## src/rtl/gpio_pkg.sv

```systemverilog
package gpio_pkg;
  localparam int ADDR_W = 5;

  localparam logic [ADDR_W-1:0] OFS_DATA  = 5'h00;
  localparam logic [ADDR_W-1:0] OFS_DIR   = 5'h04;
  localparam logic [ADDR_W-1:0] OFS_CFGLO = 5'h08;
  localparam logic [ADDR_W-1:0] OFS_CFGHI = 5'h0C;
  localparam logic [ADDR_W-1:0] OFS_MASK  = 5'h10;
  localparam logic [ADDR_W-1:0] OFS_STAT  = 5'h14;

  typedef enum logic [1:0] {
    TRIG_LOW  = 2'b00,
    TRIG_HIGH = 2'b01,
    TRIG_RISE = 2'b10,
    TRIG_FALL = 2'b11
  } trig_t;

  typedef enum logic [2:0] {
    SEL_DATA, SEL_DIR, SEL_CFGLO, SEL_CFGHI, SEL_MASK, SEL_STAT, SEL_NONE
  } rdSel_t;

  typedef struct packed {
    logic data;
    logic dir;
    logic cfgLo;
    logic cfgHi;
    logic mask;
    logic clr;
  } wrStrobes_t;
endpackage

```

## src/rtl/gpio_regdec.sv

```systemverilog
module gpio_regdec
  import gpio_pkg::*;
(
  input  logic              wrEn,
  input  logic [ADDR_W-1:0] addr,
  output wrStrobes_t        stb,
  output rdSel_t            rdSel
);
  always_comb begin
    stb   = '0;
    rdSel = SEL_NONE;
    unique case (addr)
      OFS_DATA:  begin rdSel = SEL_DATA;  stb.data  = wrEn; end
      OFS_DIR:   begin rdSel = SEL_DIR;   stb.dir   = wrEn; end
      OFS_CFGLO: begin rdSel = SEL_CFGLO; stb.cfgLo = wrEn; end
      OFS_CFGHI: begin rdSel = SEL_CFGHI; stb.cfgHi = wrEn; end
      OFS_MASK:  begin rdSel = SEL_MASK;  stb.mask  = wrEn; end
      OFS_STAT:  begin rdSel = SEL_STAT;  stb.clr   = wrEn; end
      default:   ;
    endcase
  end
endmodule

```

## src/rtl/gpio_datapath.sv

```systemverilog
module gpio_datapath
  import gpio_pkg::*;
#(
  parameter int NPINS = 32
) (
  input  logic             clk,
  input  logic             rstN,
  input  wrStrobes_t       stb,
  input  rdSel_t           rdSel,
  input  logic [NPINS-1:0] wrData,
  output logic [NPINS-1:0] rdData,
  input  logic [NPINS-1:0] pinIn,
  output logic [NPINS-1:0] pinOut,
  output logic [NPINS-1:0] pinOe,
  output logic             irqOut,
  output logic [NPINS-1:0] statusQ,
  output logic [NPINS-1:0] maskQ
);
  localparam int HALF  = NPINS / 2;
  localparam int CFG_W = 2 * NPINS;

  logic [NPINS-1:0] dataQ, dirQ, syncA, syncB, prevQ, hit;
  logic [CFG_W-1:0] cfgQ;

  // two-flop synchroniser plus one history stage for edge detection
  always_ff @(posedge clk or negedge rstN) begin
    if (!rstN) begin
      syncA <= '0;
      syncB <= '0;
      prevQ <= '0;
    end else begin
      syncA <= pinIn;
      syncB <= syncA;
      prevQ <= syncB;
    end
  end

  always_ff @(posedge clk or negedge rstN) begin
    if (!rstN) begin
      dataQ <= '0;
      dirQ  <= '0;
      maskQ <= '0;
      cfgQ  <= '0;
    end else begin
      if (stb.data)  dataQ <= wrData;
      if (stb.dir)   dirQ  <= wrData;
      if (stb.mask)  maskQ <= wrData;
      if (stb.cfgLo) cfgQ[NPINS-1:0]     <= wrData;
      if (stb.cfgHi) cfgQ[CFG_W-1:NPINS] <= wrData;
    end
  end

  // per-pin trigger evaluation; field of pin p sits at 2*p across both words
  for (genvar p = 0; p < NPINS; p++) begin : g_pin
    trig_t trig;
    assign trig   = trig_t'(cfgQ[2*p +: 2]);
    assign hit[p] = (trig == TRIG_LOW)  ? ~syncB[p] :
                    (trig == TRIG_HIGH) ?  syncB[p] :
                    (trig == TRIG_RISE) ? (syncB[p] & ~prevQ[p]) :
                                          (~syncB[p] & prevQ[p]);
  end

  // status: new hits win over a clearing write on the same edge
  logic [NPINS-1:0] clrMask;
  assign clrMask = stb.clr ? wrData : '0;

  always_ff @(posedge clk or negedge rstN) begin
    if (!rstN) begin
      statusQ <= '0;
      irqOut  <= 1'b0;
    end else begin
      statusQ <= hit | (statusQ & ~clrMask);
      irqOut  <= |(statusQ & maskQ);
    end
  end

  assign pinOut = dataQ;
  assign pinOe  = dirQ;

  always_comb begin
    unique case (rdSel)
      SEL_DATA:  rdData = (dirQ & dataQ) | (~dirQ & syncB);
      SEL_DIR:   rdData = dirQ;
      SEL_CFGLO: rdData = cfgQ[HALF*2-1:0];
      SEL_CFGHI: rdData = cfgQ[CFG_W-1:HALF*2];
      SEL_MASK:  rdData = maskQ;
      SEL_STAT:  rdData = statusQ;
      default:   rdData = '0;
    endcase
  end
endmodule

```

## src/rtl/gpio_irq_port.sv

```systemverilog
module gpio_irq_port
  import gpio_pkg::*;
#(
  parameter int NPINS = 32
) (
  input  logic              clk,
  input  logic              rstN,
  input  logic              wrEn,
  input  logic [ADDR_W-1:0] addr,
  input  logic [NPINS-1:0]  wrData,
  output logic [NPINS-1:0]  rdData,
  input  logic [NPINS-1:0]  pinIn,
  output logic [NPINS-1:0]  pinOut,
  output logic [NPINS-1:0]  pinOe,
  output logic              irqOut
);
  wrStrobes_t       stb;
  rdSel_t           rdSel;
  logic [NPINS-1:0] statusBits, maskBits;

  gpio_regdec u_dec (
    .wrEn  (wrEn),
    .addr  (addr),
    .stb   (stb),
    .rdSel (rdSel)
  );

  gpio_datapath #(.NPINS(NPINS)) u_dp (
    .clk     (clk),
    .rstN    (rstN),
    .stb     (stb),
    .rdSel   (rdSel),
    .wrData  (wrData),
    .rdData  (rdData),
    .pinIn   (pinIn),
    .pinOut  (pinOut),
    .pinOe   (pinOe),
    .irqOut  (irqOut),
    .statusQ (statusBits),
    .maskQ   (maskBits)
  );
endmodule

```

## config.mk

```make
export PLATFORM = sky130hd
export DESIGN_NAME = gpio_irq_port
export DESIGN_NICKNAME = d
export VERILOG_FILES = /design/src/rtl/gpio_pkg.sv /design/src/rtl/gpio_regdec.sv /design/src/rtl/gpio_datapath.sv /design/src/rtl/gpio_irq_port.sv
export SDC_FILE = /design/constraint.sdc
export NUM_CORES = 1
export LEC_CHECK = 0
export ABC_AREA = 0
export ABC_CLOCK_PERIOD_IN_PS = 3400
export BUFFER_PORTS_ARGS = -buffer_cell sky130_fd_sc_hd__buf_2
export CAP_MARGIN = 10
export CORE_ASPECT_RATIO = 1.5
export CORE_UTILIZATION = 52
export CTS_CLUSTER_SIZE = 12
export DETAILED_ROUTE_END_ITERATION = 10
export PLACE_DENSITY_LB_ADDON = 0.3
export SLEW_MARGIN = 20
export SYNTH_ARGS = -nofsm -noshare
export SYNTH_HDL_FRONTEND = slang
export SYNTH_SLANG_ARGS = --single-unit
```

## constraint.sdc

```tcl
create_clock -name clk -period 3.4 [get_ports clk]
set_clock_uncertainty 0.2 [all_clocks]
set_input_delay 0.51 -clock clk [delete_from_list [all_inputs] [get_ports clk]]
set_output_delay 0.51 -clock clk [all_outputs]
set_load 0.01 [all_outputs]
```

==> results of run 1 <==
==> area by class of cell <==
cell class	count	area, sq um
fill	1814	7970
clock buffer	39	793
antenna	1	2.50
multi-input combinational	605	4960
tap	315	394
inverter	16	60.1
sequential	289	7230
timing repair buffer	243	1770
clock inverter	2	38.8
==> Yosys cell counts (3+ instances only) <==
| cell | number |
|---|---|
| mux2_1 | 6 |
| nor2_1 | 53 |
| nor3_1 | 3 |
| xor2_1 | 15 |
| nand2b_1 | 16 |
| nand3b_1 | 15 |
| buf_6 | 6 |
| o21ai_0 | 47 |
| nand4_1 | 4 |
| nand3_1 | 16 |
| dfrtp_1 | 289 |
| a221o_1 | 32 |
| mux2_2 | 202 |
| a21oi_1 | 33 |
| nand2_1 | 53 |
| a22oi_1 | 49 |
| inv_1 | 16 |
| a222oi_1 | 31 |
| buf_2 | 9 |
| clkbuf_1 | 20 |
| mux2i_1 | 16 |
| buf_1 | 6 |
==> where the power goes <==
part / switching, uW / total [uW] / internal, uW
clock: 1240 / 2920 / 1670
sequential: 509 / 4390 / 3880
combinational: 605 / 1330 / 725
==> how the worst min path moves through the flow <==
stage	startpoint	end	slack (ns)	cells past startpoint
after global routing	wrData[3]	u_dp.maskQ[3]	0.08	2
final	wrData[3]	u_dp.maskQ[3]	0.08	2
after CTS	wrData[29]	u_dp.maskQ[29]	0.06	2
after floorplan	rstN	u_dp.cfgQ[0]	0.01	0
after global placement	u_dp.syncA[5]	u_dp.syncB[5]	0.13	0
after detailed placement	u_dp.syncA[31]	u_dp.syncB[31]	0.13	0
==> metrics by stage <==
step	worst slack, ns	setup TNS (ns)	hold slack [ns]	std cells
floorplan	0.0680	0	0.0144	952
global placement	-0.195	-4.27	0.131	1429
detailed placement	-0.226	-5.26	0.135	1429
CTS	-0.0814	-1.06	0.0633	1508
global route	-0.202	-4.59	0.0844	1510
finish	-0.114	-2.00	0.0773	1510
==> per-layer routing <==
layer | part of all wire | GRT usage | wire (um)
met4 | 0.035 | 0.114 | 1170
met2 | 0.52 | 0.483 | 17200
met3 | 0.052 | 0.0325 | 1740
met1 | 0.39 | 0.344 | 12900
met5 | 0 | 0 | 0
==> placed cells by master, fill, tap and decap left out, drive strengths merged, types with 2 or more instances in the layout <==
cell type	n
nor2	53
nand4	4
mux2	208
clkbuf	39
dlygate4sd3	33
o21ai	47
nand2	53
a221o	32
nand3	16
nor3	3
buf	210
a21oi	33
a22oi	49
a222oi	31
or4b	3
inv	16
nand2b	16
or3b	2
nand3b	15
xor2	15
dfrtp	289
mux2i	16
nor2b	2
==> registers in the layout (all words and copies together) (netlist names) <==
| name | cells |
|---|---|
| u_dp.statusQ | 32 |
| u_dp.pinOe | 32 |
| u_dp.syncB | 32 |
| u_dp.cfgQ | 64 |
| u_dp.syncA | 32 |
| u_dp.prevQ | 32 |
| u_dp.irqOut | 1 |
| u_dp.pinOut | 32 |
| u_dp.maskQ | 32 |
==> logic make-up (layout without fill, tap and decap cells) <==
kind of cell,count (synthesis),in the layout,synth area share
DFF,289,289,0.583
and+or+nand+nor,170,170,0.0661
buffers and inverters,58,300,0.0222
other,0,1,0
xor gates and xnor gates,15,15,0.0106
adders and majority gates,1,1,0.00101
muxes,224,224,0.202
AOI/OAI and AO/OA,195,195,0.115
==> repair_timing <==
| action | in CTS | in global routing |
|---|---|---|
| pin swaps | 16 | 8 |
| endpoints found under the setup margin | 32 | 32 |
| hold endpoints to repair | 126 | 0 |
| resized for setup | 12 | 1 |
| hold buffers | 33 | 0 |
| setup buffers | 3 | 1 |
| gates cloned | 2 | 0 |
==> worst max-delay path: cells and delay by family <==
family / cells / cell delay, ns
buffers and inverters: 4 / 0.56
and+or+nand+nor: 3 / 1.25
AOI/OAI and AO/OA: 2 / 0.28
adders and majority gates: 1 / 0.18
==> impl_metrics.env, run 1 <==
export IMPL_status="finished, violations left"
export IMPL_violations="negative setup slack"
export IMPL_cts_inserted_buffers=29
export IMPL_setup_slack_ns=-0.114
export IMPL_p_leak_uw=0.00676
export IMPL_core_area_sq_um=23200
export IMPL_drtIter0Drc=676
export IMPL_setup_violations_final=32
export IMPL_worst_endpoint_required_ns=2.69
export IMPL_criticalPathCategory="input pin to output port"
export IMPL_start_util=0.534
export IMPL_gp_congestion=0.863
export IMPL_h_tree_depth=1
export IMPL_syn_area_sq_um=12400
export IMPL_cp_arrival_ns=2.80
export IMPL_hold_viol=0
export IMPL_first_pass_iters=8
export IMPL_final_util=0.657
export IMPL_wire_per_inst_um=21.9
export IMPL_die_height_um=191
export IMPL_synth_nets=1025
export IMPL_ys_seq_area_frac=0.583
export IMPL_hold_class="input pin to register"
export IMPL_crit_path_start_kind="input pin"
export IMPL_critical_path_endpoint_type="output port"
export IMPL_regToRegStartpoint="u_dp.statusQ[30]"
export IMPL_yosysTopAreaCellShare=0.583
export IMPL_crit_top_cell="or4b_4"
export IMPL_num_rows=68
export IMPL_slowest_delay_ns=0.55
export IMPL_postRouteAntennaNets=0
export IMPL_period_minus_slack_ns=3.51
export IMPL_crit_slowest_cell="or4b_4"
export IMPL_synth_ff_type="dfrtp_1"
export IMPL_io_pins=169
export IMPL_netlist_top_cells_area="dfrtp_1, mux2_2, a22oi_1, a221o_1, a222oi_1"
export IMPL_drv_slew=0
export IMPL_drive_gt1_frac=0.384
export IMPL_ys_ff_latch=289
export IMPL_clkTransAtPathRegs_ns=0.06
export IMPL_synth_edf_count=0
export IMPL_cp_max_fo=10
export IMPL_cap_violations=0
export IMPL_area_growth_pct=23.0
export IMPL_synth_warnings=0
export IMPL_io_buffers=168
export IMPL_avgSynthCellArea_sq_um=13.0
export IMPL_grt_overflow_total=0
export IMPL_max_clock_freq_mhz=285
export IMPL_vdd_ir_drop_worst_mv=0.444
export IMPL_grt_pass1_wl_mm=51.3
export IMPL_relSlewSlack=0.460
export IMPL_cts_root_buf="clkbuf_16"
export IMPL_cts_tree="built"
export IMPL_synth_top_cell_by_area="dfrtp_1"
export IMPL_first_global_vias=9242
export IMPL_synth_cell_types=34
export IMPL_dpl_instance_area_sq_um=13900
export IMPL_grt_max_degree=101
export IMPL_crit_path_end="rdData[18]"
export IMPL_clock_sinks=289
export IMPL_fp_dieW_um=128
export IMPL_r2r_setup_slack_ns=1.59
export IMPL_timing_rr_end="u_dp.irqOut"
export IMPL_total_power_uw=8630
export IMPL_cts_buffer_depth=3
export IMPL_drc_errors=0
export IMPL_crit_path_start="addr[0]"
export IMPL_nets=1257
export IMPL_vias_per_cell=5.96
export IMPL_max_slew_worst_pin_slew_ns=0.810
export IMPL_grt_use_total=0.275
export IMPL_antenna_found_initial=1
export IMPL_async_reset_ff_frac=1.00
export IMPL_post_route_period_util=1.03
export IMPL_wl_mm=33.1
export IMPL_rsz0062_at_grt="yes"
export IMPL_stdcell_area_sq_um=15300
export IMPL_reg2reg_depth=3
export IMPL_power_density_nw_per_um2=566
export IMPL_path_cells="buf_8 -> or4b_4 -> ha_4 -> or4b_4 -> nor3_4 -> buf_4 -> buf_12 -> a222oi_1 -> a21oi_1 -> buf_2"
export IMPL_die_area_sq_um=24500
export IMPL_syn_inst=952
export IMPL_hpwl_mm=22.1
export IMPL_clk_latency_ns=0.54
export IMPL_dr_total_vias=9004
(Power assumes the default switching activity.)
==> run 2: changes to the inputs <==
--- a/config.mk
+++ b/config.mk
@@ -13,7 +13,9 @@
 export CORE_UTILIZATION = 52
 export CTS_CLUSTER_SIZE = 12
 export DETAILED_ROUTE_END_ITERATION = 10
+export MAX_ROUTING_LAYER = met4
 export PLACE_DENSITY_LB_ADDON = 0.3
+export RECOVER_POWER = 50
 export SLEW_MARGIN = 20
 export SYNTH_ARGS = -nofsm -noshare
 export SYNTH_HDL_FRONTEND = slang
==> run 2 against run 1 <==
- the flow finishes with violations (max-capacitance violations, max-slew violations, negative setup slack)
- routed wire length rose by 0.16%
- register-to-register slack barely moved
- sequential cell count stayed put
- sequential share of layout area grew 0.086 points
- non-clock buffer count did not move
- design area fell by 0.18%
- combinational power is essentially flat
- die area is the same
- worst setup slack improved by 0.0045 ns
- critical path depth stayed put
- largest cell class unchanged
==> impl_metrics.env, run 2 (same netlist as run 1, synthesis figures left out) <==
export IMPL_status="finished, violations left"
export IMPL_violations="max-capacitance violations, max-slew violations, negative setup slack"
export IMPL_postRouteAntennaNets=0
export IMPL_post_route_period_util=1.03
export IMPL_cp_max_fo=12
export IMPL_setup_violations_final=32
export IMPL_cts_root_buf="clkbuf_16"
export IMPL_max_slew_worst_pin_slew_ns=2.36
export IMPL_drive_gt1_frac=0.381
export IMPL_core_area_sq_um=23200
export IMPL_largest_register_ffs=64
export IMPL_start_util=0.534
export IMPL_clock_sinks=289
export IMPL_cts_buffer_depth=3
export IMPL_grt_pass1_wl_mm=51.4
export IMPL_gp_congestion=0.877
export IMPL_vias_per_cell=5.99
export IMPL_setup_slack_ns=-0.110
export IMPL_setup_tns_ns=-1.89
export IMPL_regToRegStartpoint="u_dp.statusQ[30]"
export IMPL_first_global_vias=9226
export IMPL_wl_mm=33.2
export IMPL_area_growth_pct=22.8
export IMPL_h_tree_depth=1
export IMPL_final_util=0.656
export IMPL_cts_inserted_buffers=29
export IMPL_min_delay_path_depth=2
export IMPL_hold_end="u_dp.maskQ[3]"
export IMPL_grt_use_total=0.284
export IMPL_holdCritStartpoint="wrData[3]"
export IMPL_hold_class="input pin to register"
export IMPL_stdcell_area_sq_um=15200
export IMPL_criticalPathCategory="input pin to output port"
export IMPL_nets=1257
export IMPL_die_area_sq_um=24500
export IMPL_period_minus_slack_ns=3.51
export IMPL_grt_overflow_total=0
export IMPL_stdcell_count=1510
export IMPL_antenna_found_initial=1
export IMPL_r2r_setup_slack_ns=1.59
export IMPL_wire_per_inst_um=22.0
export IMPL_cts_tree="built"
export IMPL_cp_arrival_ns=2.80
export IMPL_dp_cells=1429
export IMPL_hpwl_mm=22.1
export IMPL_p_leak_uw=0.00674
export IMPL_fp_dieW_um=128
export IMPL_drv_slew=98
export IMPL_crit_path_start_kind="input pin"
export IMPL_reg2reg_depth=3
export IMPL_power_density_nw_per_um2=567
export IMPL_total_power_uw=8630
export IMPL_io_buffers=168
export IMPL_num_rows=68
export IMPL_worst_endpoint_required_ns=2.69
export IMPL_dpl_instance_area_sq_um=13900
export IMPL_grt_max_degree=101
export IMPL_timing_rr_end="u_dp.irqOut"
export IMPL_vdd_ir_drop_worst_mv=0.443
export IMPL_clkTransAtPathRegs_ns=0.06
export IMPL_drc_errors=0
export IMPL_drtIter0Drc=645
export IMPL_hold_viol=0
export IMPL_io_pins=169
export IMPL_mostFrequentLayoutCell="dfrtp_1"
export IMPL_critical_path_endpoint_type="output port"
export IMPL_clk_latency_ns=0.54
export IMPL_die_height_um=191
export IMPL_final_cell_mix="dfrtp_1, mux2_2, buf_2"
export IMPL_cap_violations=1
export IMPL_first_pass_iters=8
export IMPL_dr_total_vias=9049
export IMPL_relSlewSlack=-0.573
export IMPL_top_register="u_dp.cfgQ"
export IMPL_rsz0062_at_grt="yes"
export IMPL_max_clock_freq_mhz=285
## run 2: changes by cell type in the layout (fill, tap and decap cells not counted), sizes merged
cell    delta
clkbuf     +4
buf        -4
## run 2: power breakdown
| part | internal, uW | switching, uW | total [uW] |
|---|---|---|---|
| registers | 3880 | 510 | 4390 |
| clock network | 1670 | 1240 | 2910 |
| logic | 723 | 604 | 1330 |
## run 2: worst max-delay path by stage
stage,start,endpoint,cells after the start
2_1_floorplan,addr[4],rdData[30],7
3_3_place_gp,addr[4],rdData[7],9
3_5_place_dp,addr[4],rdData[1],9
4_1_cts,addr[0],rdData[10],10
5_1_grt,addr[4],rdData[7],10
6_report,addr[0],rdData[16],10
## run 2: worst max-delay path, stage by stage
cell	delay, ns
buf_8	0.10
or4b_4	0.55
ha_4	0.18
or4b_4	0.52
nor3_4	0.18
buf_4	0.15
buf_8	0.14
a222oi_1	0.08
a21oi_1	0.20
buf_2	0.17
## run 2: metal layers
layer | routed length [um] | track usage | share of wire | vias up
met1 | 13100 | 0.345 | 0.40 | 4610
met3 | 1590 | 0.0313 | 0.048 | 79
met5 | 0 | - | 0 | -
li1 | - | - | - | 4019
met4 | 988 | 0.110 | 0.030 | 0
met2 | 17500 | 0.485 | 0.53 | 341
## run 2: cell type report
| type | count | area, sq um |
|---|---|---|
| Antenna cell | 1 | 2.50 |
| Clock buffer | 39 | 793 |
| Clock inverter | 2 | 38.8 |
| Fill cell | 1819 | 8000 |
| Inverter | 16 | 60.1 |
| Multi-Input combinational cell | 605 | 4960 |
| Sequential cell | 289 | 7230 |
| Tap cell | 315 | 394 |
| Timing Repair Buffer | 243 | 1740 |
## run 2: metrics by stage
stage | setup slack, ns | hold slack [ns]
CTS | -0.0814 | 0.0633
detailed placement | -0.226 | 0.135
floorplan | 0.0680 | 0.0144
global route | -0.202 | 0.0844
global placement | -0.195 | 0.131
finish | -0.110 | 0.0807
## run 2: repair_timing
item                                   CTS  global route
endpoints found under the hold margin  126             0
pin swaps                               16             8
hold buffers                            33             0
gates cloned                             2             0
resized for setup                       12             1
setup endpoints to repair               32            32
setup buffers                            3             1
